==> src/rtl/msrtc_pkg.sv <==
// Package msrtc_pkg
// Shared register offsets and the decoded-register type for the
// millisecond real-time clock. Offsets are byte addresses on an 8-bit
// register port; the top module widens them to its own address width.
package msrtc_pkg;

    // Register offsets (byte addresses)
    localparam logic [7:0] OFF_SEC_LIVE = 8'h08;
    localparam logic [7:0] OFF_SEC_SNAP = 8'h0C;
    localparam logic [7:0] OFF_MSEC     = 8'h10;

    // Result of decoding one bus address
    typedef enum logic [1:0] {
        RSEL_NONE = 2'd0,
        RSEL_SEC  = 2'd1,
        RSEL_SNAP = 2'd2,
        RSEL_MSEC = 2'd3
    } rsel_e;

endpackage

==> src/rtl/msrtc_frac_tick.sv <==
// Module msrtc_frac_tick
// Fractional divider: adds STEP every clock edge and emits a one-cycle
// tick whenever the running sum reaches MODULUS, keeping the remainder.
// Assumes 0 < STEP < MODULUS. 'clear' restarts the accumulator at zero.
module msrtc_frac_tick #(
    parameter int unsigned STEP    = 1000,
    parameter int unsigned MODULUS = 32768
) (
    input  logic clk,
    input  logic rst_n,
    input  logic clear,
    output logic tick
);
    localparam int unsigned ACC_W = $clog2(MODULUS + STEP) + 1;
    localparam int unsigned QUOT  = MODULUS / STEP;
    localparam int unsigned GAP_W = $clog2(QUOT + 2) + 1;

    logic [ACC_W-1:0] acc_q;
    logic [ACC_W-1:0] acc_sum;
    logic [GAP_W-1:0] gap_q;

    // Next accumulator value and the threshold compare
    always_comb begin
        acc_sum = acc_q + ACC_W'(STEP);
        tick    = (acc_sum >= ACC_W'(MODULUS));
    end

    // Accumulator register: restart, wrap with remainder, or add
    always_ff @(posedge clk) begin
        if (!rst_n || clear)
            acc_q <= '0;
        else if (tick)
            acc_q <= acc_sum - ACC_W'(MODULUS);
        else
            acc_q <= acc_sum;
    end

    // Cycles since the last tick, kept for the spacing check
    always_ff @(posedge clk) begin
        if (!rst_n || clear || tick)
            gap_q <= '0;
        else
            gap_q <= gap_q + 1'b1;
    end

    // the remainder always stays below the modulus
    a_r2_acc_below_mod: assert property (@(posedge clk) disable iff (!rst_n)
        acc_q < ACC_W'(MODULUS));

    // ticks are spaced by floor or ceil of MODULUS/STEP edges
    a_r2_tick_spacing: assert property (@(posedge clk) disable iff (!rst_n)
        tick |-> (gap_q >= GAP_W'(QUOT - 1) && gap_q <= GAP_W'(QUOT)));

    // no two ticks on consecutive edges
    a_r2_no_back_to_back: assert property (@(posedge clk) disable iff (!rst_n)
        (tick && !clear) |=> !tick);

endmodule

==> src/rtl/msrtc_time_cnt.sv <==
// Module msrtc_time_cnt
// Milliseconds-within-second counter and seconds counter. A tick advances
// the milliseconds; passing MS_MAX-1 returns them to zero and carries into
// seconds, which wrap at 2**SEC_W. A load writes seconds and clears the
// milliseconds, and wins over a tick on the same edge.
module msrtc_time_cnt #(
    parameter int unsigned MS_MAX = 1000,
    parameter int unsigned SEC_W  = 32,
    localparam int unsigned MS_W  = $clog2(MS_MAX)
) (
    input  logic             clk,
    input  logic             rst_n,
    input  logic             tick,
    input  logic             load,
    input  logic [SEC_W-1:0] load_val,
    output logic [SEC_W-1:0] sec,
    output logic [MS_W-1:0]  msec
);
    logic ms_last;

    // Marks the last millisecond of a second
    always_comb ms_last = (msec == MS_W'(MS_MAX - 1));

    // Milliseconds register: clear, load, wrap or step
    always_ff @(posedge clk) begin
        if (!rst_n || load)
            msec <= '0;
        else if (tick)
            msec <= ms_last ? '0 : msec + 1'b1;
    end

    // Seconds register: clear, direct load, or carry from milliseconds
    always_ff @(posedge clk) begin
        if (!rst_n)
            sec <= '0;
        else if (load)
            sec <= load_val;
        else if (tick && ms_last)
            sec <= sec + SEC_W'(1);
    end

    // the milliseconds value never leaves its range
    a_r3_ms_in_range: assert property (@(posedge clk) disable iff (!rst_n)
        msec <= MS_W'(MS_MAX - 1));

    // the carry clears the milliseconds and steps seconds together (R9 wrap included)
    a_r3_carry_pair: assert property (@(posedge clk) disable iff (!rst_n)
        (tick && !load && ms_last) |=> (msec == '0 && sec == $past(sec) + SEC_W'(1)));

    // a load sets seconds and clears milliseconds on the next edge
    a_r6_load_takes: assert property (@(posedge clk) disable iff (!rst_n)
        load |=> (sec == $past(load_val) && msec == '0));

    // seconds move only by a carry or a load
    a_r3_sec_only_on_carry: assert property (@(posedge clk) disable iff (!rst_n)
        (!load && !(tick && ms_last)) |=> $stable(sec));

endmodule

==> src/rtl/msrtc_bus_regs.sv <==
// Module msrtc_bus_regs
// Register port: decodes one access per cycle, issues the seconds load,
// holds the seconds snapshot taken by a milliseconds read, and registers
// the read data. Assumes accesses are synchronous to clk and that at most
// one reader uses the milliseconds/snapshot pair sequence at a time.
module msrtc_bus_regs
    import msrtc_pkg::*;
#(
    parameter int unsigned ADDR_W = 8,
    parameter int unsigned DATA_W = 32,
    parameter int unsigned SEC_W  = 32,
    parameter int unsigned MS_W   = 10
) (
    input  logic              clk,
    input  logic              rst_n,
    input  logic              sel,
    input  logic              wr,
    input  logic [ADDR_W-1:0] addr,
    input  logic [DATA_W-1:0] wdata,
    input  logic [SEC_W-1:0]  sec_i,
    input  logic [MS_W-1:0]   msec_i,
    output logic              load,
    output logic [SEC_W-1:0]  load_val,
    output logic [DATA_W-1:0] rdata
);
    rsel_e             rsel;
    logic              rd_en;
    logic              rd_ms;
    logic [SEC_W-1:0]  snap_q;
    logic [DATA_W-1:0] rd_next;

    // Address decode for the three mapped offsets
    always_comb begin
        if (addr == ADDR_W'(OFF_SEC_LIVE))
            rsel = RSEL_SEC;
        else if (addr == ADDR_W'(OFF_SEC_SNAP))
            rsel = RSEL_SNAP;
        else if (addr == ADDR_W'(OFF_MSEC))
            rsel = RSEL_MSEC;
        else
            rsel = RSEL_NONE;
    end

    // Access qualifiers and the seconds load request
    always_comb begin
        rd_en    = sel && !wr;
        rd_ms    = rd_en && (rsel == RSEL_MSEC);
        load     = sel && wr && (rsel == RSEL_SEC);
        load_val = SEC_W'(wdata);
    end

    // Read multiplexer, zero for unmapped offsets
    always_comb begin
        unique case (rsel)
            RSEL_SEC:  rd_next = DATA_W'(sec_i);
            RSEL_SNAP: rd_next = DATA_W'(snap_q);
            RSEL_MSEC: rd_next = DATA_W'(msec_i);
            default:   rd_next = '0;
        endcase
    end

    // Snapshot register: copies seconds on a milliseconds read
    always_ff @(posedge clk) begin
        if (!rst_n)
            snap_q <= '0;
        else if (rd_ms)
            snap_q <= sec_i;
    end

    // Read data register: updated only by reads
    always_ff @(posedge clk) begin
        if (!rst_n)
            rdata <= '0;
        else if (rd_en)
            rdata <= rd_next;
    end

    // milliseconds and snapshot come from the same pre-edge state
    a_r4_pair_capture: assert property (@(posedge clk) disable iff (!rst_n)
        rd_ms |=> (snap_q == $past(sec_i) && rdata == DATA_W'($past(msec_i))));

    // the snapshot is untouched without a milliseconds read
    a_r5_snap_hold: assert property (@(posedge clk) disable iff (!rst_n)
        !rd_ms |=> $stable(snap_q));

    // read data holds between reads
    a_r8_rdata_hold: assert property (@(posedge clk) disable iff (!rst_n)
        !rd_en |=> $stable(rdata));

    // an unmapped read returns zero
    a_r8_unmapped_zero: assert property (@(posedge clk) disable iff (!rst_n)
        (rd_en && rsel == RSEL_NONE) |=> rdata == '0);

endmodule

==> src/rtl/msrtc_top.sv <==
// Module msrtc_top
// Millisecond real-time clock for the always-on domain. Each clk edge is
// one tick of a 32.768 kHz source; a fractional divider turns the ticks
// into exact millisecond pulses that drive the seconds/milliseconds
// counters. A register port gives live seconds, milliseconds and a seconds
// snapshot taken by the milliseconds read.
module msrtc_top #(
    parameter int unsigned SRC_HZ = 32768,
    parameter int unsigned MS_HZ  = 1000,
    parameter int unsigned ADDR_W = 8,
    parameter int unsigned DATA_W = 32,
    parameter int unsigned SEC_W  = 32
) (
    input  logic              clk,
    input  logic              rst_n,
    input  logic              bus_sel,
    input  logic              bus_wr,
    input  logic [ADDR_W-1:0] bus_addr,
    input  logic [DATA_W-1:0] bus_wdata,
    output logic [DATA_W-1:0] bus_rdata
);
    localparam int unsigned MS_W = $clog2(MS_HZ);

    logic             ms_tick;
    logic             sec_load;
    logic [SEC_W-1:0] sec_load_val;
    logic [SEC_W-1:0] sec_cnt;
    logic [MS_W-1:0]  ms_cnt;

    msrtc_frac_tick #(
        .STEP    (MS_HZ),
        .MODULUS (SRC_HZ)
    ) u_tick (
        .clk   (clk),
        .rst_n (rst_n),
        .clear (sec_load),
        .tick  (ms_tick)
    );

    msrtc_time_cnt #(
        .MS_MAX (MS_HZ),
        .SEC_W  (SEC_W)
    ) u_cnt (
        .clk      (clk),
        .rst_n    (rst_n),
        .tick     (ms_tick),
        .load     (sec_load),
        .load_val (sec_load_val),
        .sec      (sec_cnt),
        .msec     (ms_cnt)
    );

    msrtc_bus_regs #(
        .ADDR_W (ADDR_W),
        .DATA_W (DATA_W),
        .SEC_W  (SEC_W),
        .MS_W   (MS_W)
    ) u_regs (
        .clk      (clk),
        .rst_n    (rst_n),
        .sel      (bus_sel),
        .wr       (bus_wr),
        .addr     (bus_addr),
        .wdata    (bus_wdata),
        .sec_i    (sec_cnt),
        .msec_i   (ms_cnt),
        .load     (sec_load),
        .load_val (sec_load_val),
        .rdata    (bus_rdata)
    );

endmodule

==> config.mk <==
export PLATFORM = sky130hd
export DESIGN_NAME = msrtc_top
export DESIGN_NICKNAME = d
export VERILOG_FILES = /design/src/rtl/msrtc_pkg.sv /design/src/rtl/msrtc_frac_tick.sv /design/src/rtl/msrtc_time_cnt.sv /design/src/rtl/msrtc_bus_regs.sv /design/src/rtl/msrtc_top.sv
export SDC_FILE = /design/constraint.sdc
export NUM_CORES = 1
export LEC_CHECK = 0
export ABC_AREA = 1
export BUFFER_PORTS_ARGS = -buffer_cell sky130_fd_sc_hd__clkbuf_2
export CORE_MARGIN = 8
export CORE_UTILIZATION = 33
export CTS_CLUSTER_DIAMETER = 120
export CTS_CLUSTER_SIZE = 14
export DETAILED_ROUTE_END_ITERATION = 10
export PLACE_DENSITY = 0.57
export SYNTH_ARGS = -nofsm -noshare
export SYNTH_HDL_FRONTEND = slang
export SYNTH_SLANG_ARGS = --single-unit
==> constraint.sdc <==
create_clock -name clk -period 8.8 [get_ports clk]
set_clock_uncertainty 0.2 [all_clocks]
set_input_delay 1.76 -clock clk [delete_from_list [all_inputs] [get_ports clk]]
set_output_delay 1.76 -clock clk [all_outputs]
set_load 0.005 [all_outputs]
; ---- Yosys cells after proc, flatten, opt, wreduce, memory -nomap -nowiden
; Index checks and enable logic that the tools add are counted.
[totals]
ff_bits = 123
latch_bits = 0
ram_bits = 0
romBits = 0
input_bits = 44
out_inout_bits = 32
word_cells = 34
mem_count = 0
[op_classes]
n_addsub = 4
multipliers = 0
div = 0
order_cmp = 1
eq_ne = 7
shifts = 0
muxes = 8
n_bitwise = 0
reduce_logical = 9
[ops]
columns = cell, count
row1 = $pmux W32 S3, 1
row2 = $mux W32, 2
row3 = $add A32 B1 Y32 const B, 1
row4 = $add A17 B10 Y17 const B, 1
row5 = $ge A17 B16 Y1 const B, 1
row6 = $mux W17, 1
row7 = $sub A17 B16 Y17 const B, 1
row8 = $eq A8 B4 Y1 const B, 2
row9 = $add A10 B1 Y10 const B, 1
row10 = $eq A10 B10 Y1 const B, 1
row11 = $mux W10, 1
row12 = $eq A8 B5 Y1 const B, 1
row13 = $mux W2, 3
row14 = $logic_and A1 B1 Y1, 5
row15 = $eq A2 B2 Y1 const B, 2
row16 = $eq A2 B1 Y1 const B, 1
row17 = $logic_not A1 Y1, 2
row18 = $reduce_bool A2 Y1, 1
row19 = $logic_or A1 B1 Y1, 1

; ---- Longest topological paths before layout
[logic_depth]
depth_word = 7
ltp_mapped = 21
depth_no_buf = 20

; ---- By module
; From an unflattened synthesis, not the netlist that was laid out.
[unflattened]
hier_cells = 1049
hier_area_um2 = 6805.3
[modules_own_cells]
columns = mod, n_inst, cells_per_inst, area_each_um2, seq_area_each_um2
row1 = msrtc_bus_regs, 1, 446, 3146.8, 1281.2
row2 = msrtc_time_cnt, 1, 486, 2860.2, 840.8
row3 = msrtc_frac_tick, 1, 117, 798.3, 280.3

; ---- Worst setup path after synthesis
; Ideal clock, no wire load.
[synth_path]
kind = input -> register
start = input port bus_addr[1]
end = register u_cnt.sec[14]
setup_ns = 0.115
arrival_time_ns = 3.019
required_time_ns = 8.485
path_slack_ns = 5.466
path_stages = 8
n_path_buf = 2
path_cell_list = nor2_1 inv_1 nor3b_1 nand4_1 clkbuf_1 buf_1 a21oi_1 nor2_1
[synth_between]
elab_chain_len = 7
elab_cells_between_ends = 10
classes_between = 4 x eq/ne / 4 x mux / 2 x reduce/logical
[synth_rtl]
columns = element, line_no
row1 = start: declaration, msrtc_top.sv:18  ; input logic [ADDR_W-1:0] bus_addr,
row2 = $eq A8 B5 Y1, msrtc_bus_regs.sv:38  ; else if (addr == ADDR_W'(OFF_MSEC))
row3 = $mux W2, msrtc_bus_regs.sv:38
row4 = $mux W2, msrtc_bus_regs.sv:36  ; else if (addr == ADDR_W'(OFF_SEC_SNAP))
row5 = $mux W2 (*), msrtc_bus_regs.sv:34  ; if (addr == ADDR_W'(OFF_SEC_LIVE))
row6 = $eq A2 B1 Y1 (*), msrtc_bus_regs.sv:48  ; load = sel && wr && (rsel == RSEL_SEC);
row7 = $logic_and A1 B1 Y1 (*), msrtc_bus_regs.sv:48
row8 = $mux W32 / $reduce_bool A2 Y1 (equally long branches), -
row9 = end signal: assignment, msrtc_time_cnt.sv:37  ; sec <= load_val;
row10 = end signal: assignment, msrtc_time_cnt.sv:39  ; sec <= sec + SEC_W'(1);
row11 = end: declaration, msrtc_time_cnt.sv:16  ; output logic [SEC_W-1:0] sec,
; Mark *: on every way between the ends. The rest lies on a longest branch, timed or not.
; A chain may end at the register's enable or synchronous reset.

; ---- Worst setup path after layout
[layout_path]
start = input port bus_sel
end = register u_regs.snap_q[21]
[layout_between]
elab_chain_len = 2
[layout_rtl]
columns = element, line_no
row1 = start: declaration, msrtc_top.sv:16  ; input logic bus_sel,
row2 = $logic_and A1 B1 Y1, msrtc_bus_regs.sv:46  ; rd_en = sel && !wr;
row3 = $logic_and A1 B1 Y1, msrtc_bus_regs.sv:47  ; rd_ms = rd_en && (rsel == RSEL_MSEC);
row4 = end signal: assignment, msrtc_bus_regs.sv:67  ; snap_q <= sec_i;
row5 = end: declaration, msrtc_bus_regs.sv:29  ; logic [SEC_W-1:0] snap_q;
; Every way passes these cells.

==> flow_metrics.py <==
metrics = {
    "timing": {
        "drv_slew": 0,
        "finalCriticalPeriod_ns": 4.65,
        "timing.final.hold_violations": 0,
        "slew-limit-headroom_pct": 19.5,
        "rsz0062_at_grt": "false",
        "period_share_pct": 52.9,
        "max_freq_mhz": 215,
        "setup_violations": 0,
        "worst_pin_slew_ns": 1.21,
        "fin_tns_setup_ns": 0,
    },
    "cts": {
        "cts.clk_slew.worst_paths_ns": 0.06,
        "insertion_delay_ns": 0.42,
        "tritoncts": "built",
        "cts_buffer_depth": 2,
        "htree_num_levels": 4,
        "cts_setup_buffers": 0,
        "hold_buffers": 0,
        "root_buffer": "clkbuf_16",
        "numCtsBuffers": 17,
        "ctsResizeCount": 0,
        "clock-sinks": 120,
    },
    "worst_hold_path": {
        "min_to": "u_regs.rdata[26]$_SDFFE_PN0P_",
        "hold_depth": 2,
        "hp-class": "register to register",
        "hold_start": "u_regs.rdata[26]$_SDFFE_PN0P_",
    },
    "finish": {
        "fill_cells": 2127,
        "finish.net_count": 1083,
        "syn_to_final_growth_pct": 18.2,
        "register_area_um2": 2400,
        "diodes": 0,
        "instances_no_fill": 1311,
        "drive_gt1_share_pct": 12.6,
        "multi_input_area_um2": 3400,
    },
    "setup_path": {
        "cp_max_fo": 64,
        "r2r_end": "u_cnt.sec[19]$_SDFFE_PN0P_",
        "critPathTopFamily": "simple AND/OR/NAND/NOR gates",
        "arrival_ns": 4.80,
        "critPathLaunchType": "input port",
        "path_class": "input port to register",
        "critPathBufInv": 4,
        "end_kind": "register",
        "cpPeakStageDelay_ns": 1.25,
        "cp_cell_sequence": "clkbuf_2 -> inv_1 -> nor2_2 -> buf_4 -> clkinv_1 -> nor2_4 -> o21ai_0 -> a21oi_1",
        "crit_slowest_cell": "nor2_4",
        "cp.required_ns": 8.94,
        "r2r_start": "u_tick.acc_q[3]$_SDFF_PP0_",
        "reg2reg_depth": 20,
        "rrSetupSlack_ns": 5.07,
    },
    "route": {
        "vias": 6278,
        "dr.pass1.iters": 5,
        "wl_per_cell_um": 14.2,
        "via_per_inst": 4.79,
        "drc_errors": 0,
        "antenna_left": 0,
        "drt_wl_total_um": 18700,
        "drt-initial-drc-count": 331,
    },
    "power_and_ir_drop": {
        "p_clk_share_pct": 50.7,
        "p_total_w": 0.00146,
        "seqPwrFrac_pct": 39.6,
        "p_leak_nw": 3.11,
        "swShare_pct": 26.6,
        "p_int_w": 0.00107,
        "p_per_area_nw_per_um2": 192,
        "power_frac_comb_pct": 9.7,
        "max-vdd-ir-drop_mv": 0.122,
        "p_switching_w": 0.000387,
    },
    "logic_synthesis": {
        "ys_seq_area_share_pct": 37.4,
        "ys_warn_count": 0,
        "synth-edff-count": 0,
        "ys_seq_elements": 120,
        "syn-num-nets": 1032,
        "synth-main-ff-cell": "dfxtp_1",
        "synth_async_sr_flop_share_pct": 0,
        "synth.distinct_cells": 35,
        "syn_inst": 982,
        "avgSynthCellArea_um2": 6.54,
        "synth_area_um2": 6420,
    },
    "place": {
        "port_buffers": 75,
        "gp_congestion": 0.885,
        "dp.final_hpwl_um": 13100,
        "dpl.cell_count": 1279,
    },
    "status": {
        "status": "finished clean",
    },
    "die": {
        "start_util_pct": 33.3,
        "row_count": 51,
        "fp.dieH_um": 155,
        "design.core.area_um2": 19300,
        "dieArea_um2": 24200,
        "dieWidth_um": 155,
        "io_pins": 76,
    },
    "global_route": {
        "grt_pass1_vias": 5900,
        "overflow": 0,
        "grt_usage_pct": 15.5,
        "grt_max_degree": 71,
        "grt_pass1_wl_um": 30500,
        "antenna_found_initial": 0,
    },
    "flow_run": {
        "cap_violations": 0,
    },
}
[cells by family after synthesis]
group,after synthesis,share of synthesized area [%]
adders and majority gates,6,1.17
xor gates and xnor gates,29,3.96
buffers and inverters,160,9.84
DFF,120,37.4
and+or+nand+nor,461,30.5
AOI/OAI and AO/OA,206,17.1
[flip-flops by register name (all words and copies together), names as in the netlist]
name and cells:
u_regs.snap_q 32, u_tick.acc_q 14, u_regs.rdata 32, u_cnt.sec 32, u_cnt.msec 10
[stage by stage]
stage | hold WS (ns) | util, % | cell area [um2] | worst slack (ns)
after floorplan | 0.233 | - | 6420 | 5.47
after global placement | 0.246 | 36.2 | 6970 | 3.79
after detailed placement | 0.254 | 36.2 | 6970 | 3.72
after CTS | 0.265 | 39.4 | 7590 | 4.16
after global routing | 0.284 | 39.4 | 7590 | 3.67
final | 0.264 | 39.4 | 7590 | 4.15
[worst register-to-register path, stage by stage, from the launching register on]
cell	delay, ns
dfxtp_1	0.37
ha_1	0.19
inv_1	0.07
nand2_1	0.10
nor2_1	0.06
nand2_2	0.14
nand4_1	0.12
xor2_1	0.19
inv_1	0.09
ha_1	0.17
nand2_1	0.05
nand3b_1	0.15
nor2_1	0.12
nand2_1	0.06
nor2_1	0.11
nand3_2	0.09
o21ai_4	0.39
nand2_4	0.51
nand2_1	0.33
nand3_1	0.12
nand2_1	0.08
[layer usage]
layer	vias up	wire length, um	GRT usage (%)
li1	3296	-	-
met1	2833	9290	21.2
met2	129	8290	24.0
met3	20	843	3.58
met4	0	252	4.44
met5	-	0	0
[Yosys cell counts (2+ instances only)]
library cell,instances,area share (%)
buf_2,7,0.55
nand4_1,14,1.4
nor4_1,2,0.19
clkinv_1,2,0.12
o21ai_0,61,4.8
xor2_1,28,3.8
nand3b_1,2,0.23
o21bai_1,2,0.23
nand2_2,2,0.19
nor3_1,26,2.0
ha_1,6,1.2
nand3_2,5,0.78
o221ai_1,3,0.41
a21oi_1,108,8.4
nand3_1,55,4.3
buf_6,3,0.53
buf_1,5,0.29
nor2_1,91,5.3
inv_1,104,6.1
dfxtp_1,120,37
nand2_1,256,15
o22ai_1,29,2.8
clkbuf_1,35,2.0
inv_2,4,0.23
nor3b_1,2,0.23
[placed cells by master (no fill, tap or decap), types with 2 or more instances in the layout]
cell type   count
nor2_2          2
a21oi_1       108
o21bai_1        2
nor2_1         89
clkinvlp_4      2
clkbuf_16      17
o221ai_1        3
inv_1         104
clkinv_4        2
clkinv_1        2
nor3b_1         2
inv_2           4
xor2_1         28
ha_1            6
buf_4           7
o21ai_0        61
nand2_2         2
nand3_2         5
nand4_1        14
clkbuf_2       75
nor4_1          2
nand3b_1        2
bufinv_16       3
clkbuf_8        2
nand2_1       256
inv_6           4
o22ai_1        29
nor3_1         26
dfxtp_1       120
nor2_4          2
nand3_1        55
[area by class of cell]
class	count	area share, %
Sequential cell	120	31.7
Tap cell	265	4.37
Multi-Input combinational cell	702	44.7
Inverter	110	5.44
Clock buffer	20	6.02
Timing Repair Buffer	82	5.64
Clock inverter	12	2.14
[how the worst max path moves through the flow]
stage,from,end,slack [ns],cells past startpoint
final,bus_sel,u_regs.snap_q[21]$_SDFFE_PN0P_,4.15,8
after detailed placement,bus_sel,u_regs.snap_q[21]$_SDFFE_PN0P_,3.72,8
after floorplan,bus_addr[1],u_cnt.sec[14]$_SDFFE_PN0P_,5.47,8
after CTS,bus_sel,u_regs.snap_q[0]$_SDFFE_PN0P_,4.16,8
after global routing,bus_sel,u_regs.snap_q[6]$_SDFFE_PN0P_,3.67,8
after global placement,bus_sel,u_regs.snap_q[24]$_SDFFE_PN0P_,3.79,8
[power groups by stage]
stage / clock network, W / logic (W) / registers (W)
after detailed placement: 0 / 0.000143 / 0.000588
after global routing: 0.000774 / 0.000161 / 0.000579
after CTS: 0.000750 / 0.000143 / 0.000576
after floorplan: 0 / 0.000107 / 0.000583
final: 0.000739 / 0.000142 / 0.000576
after global placement: 0 / 0.000142 / 0.000588
(Power assumes the default switching activity.)
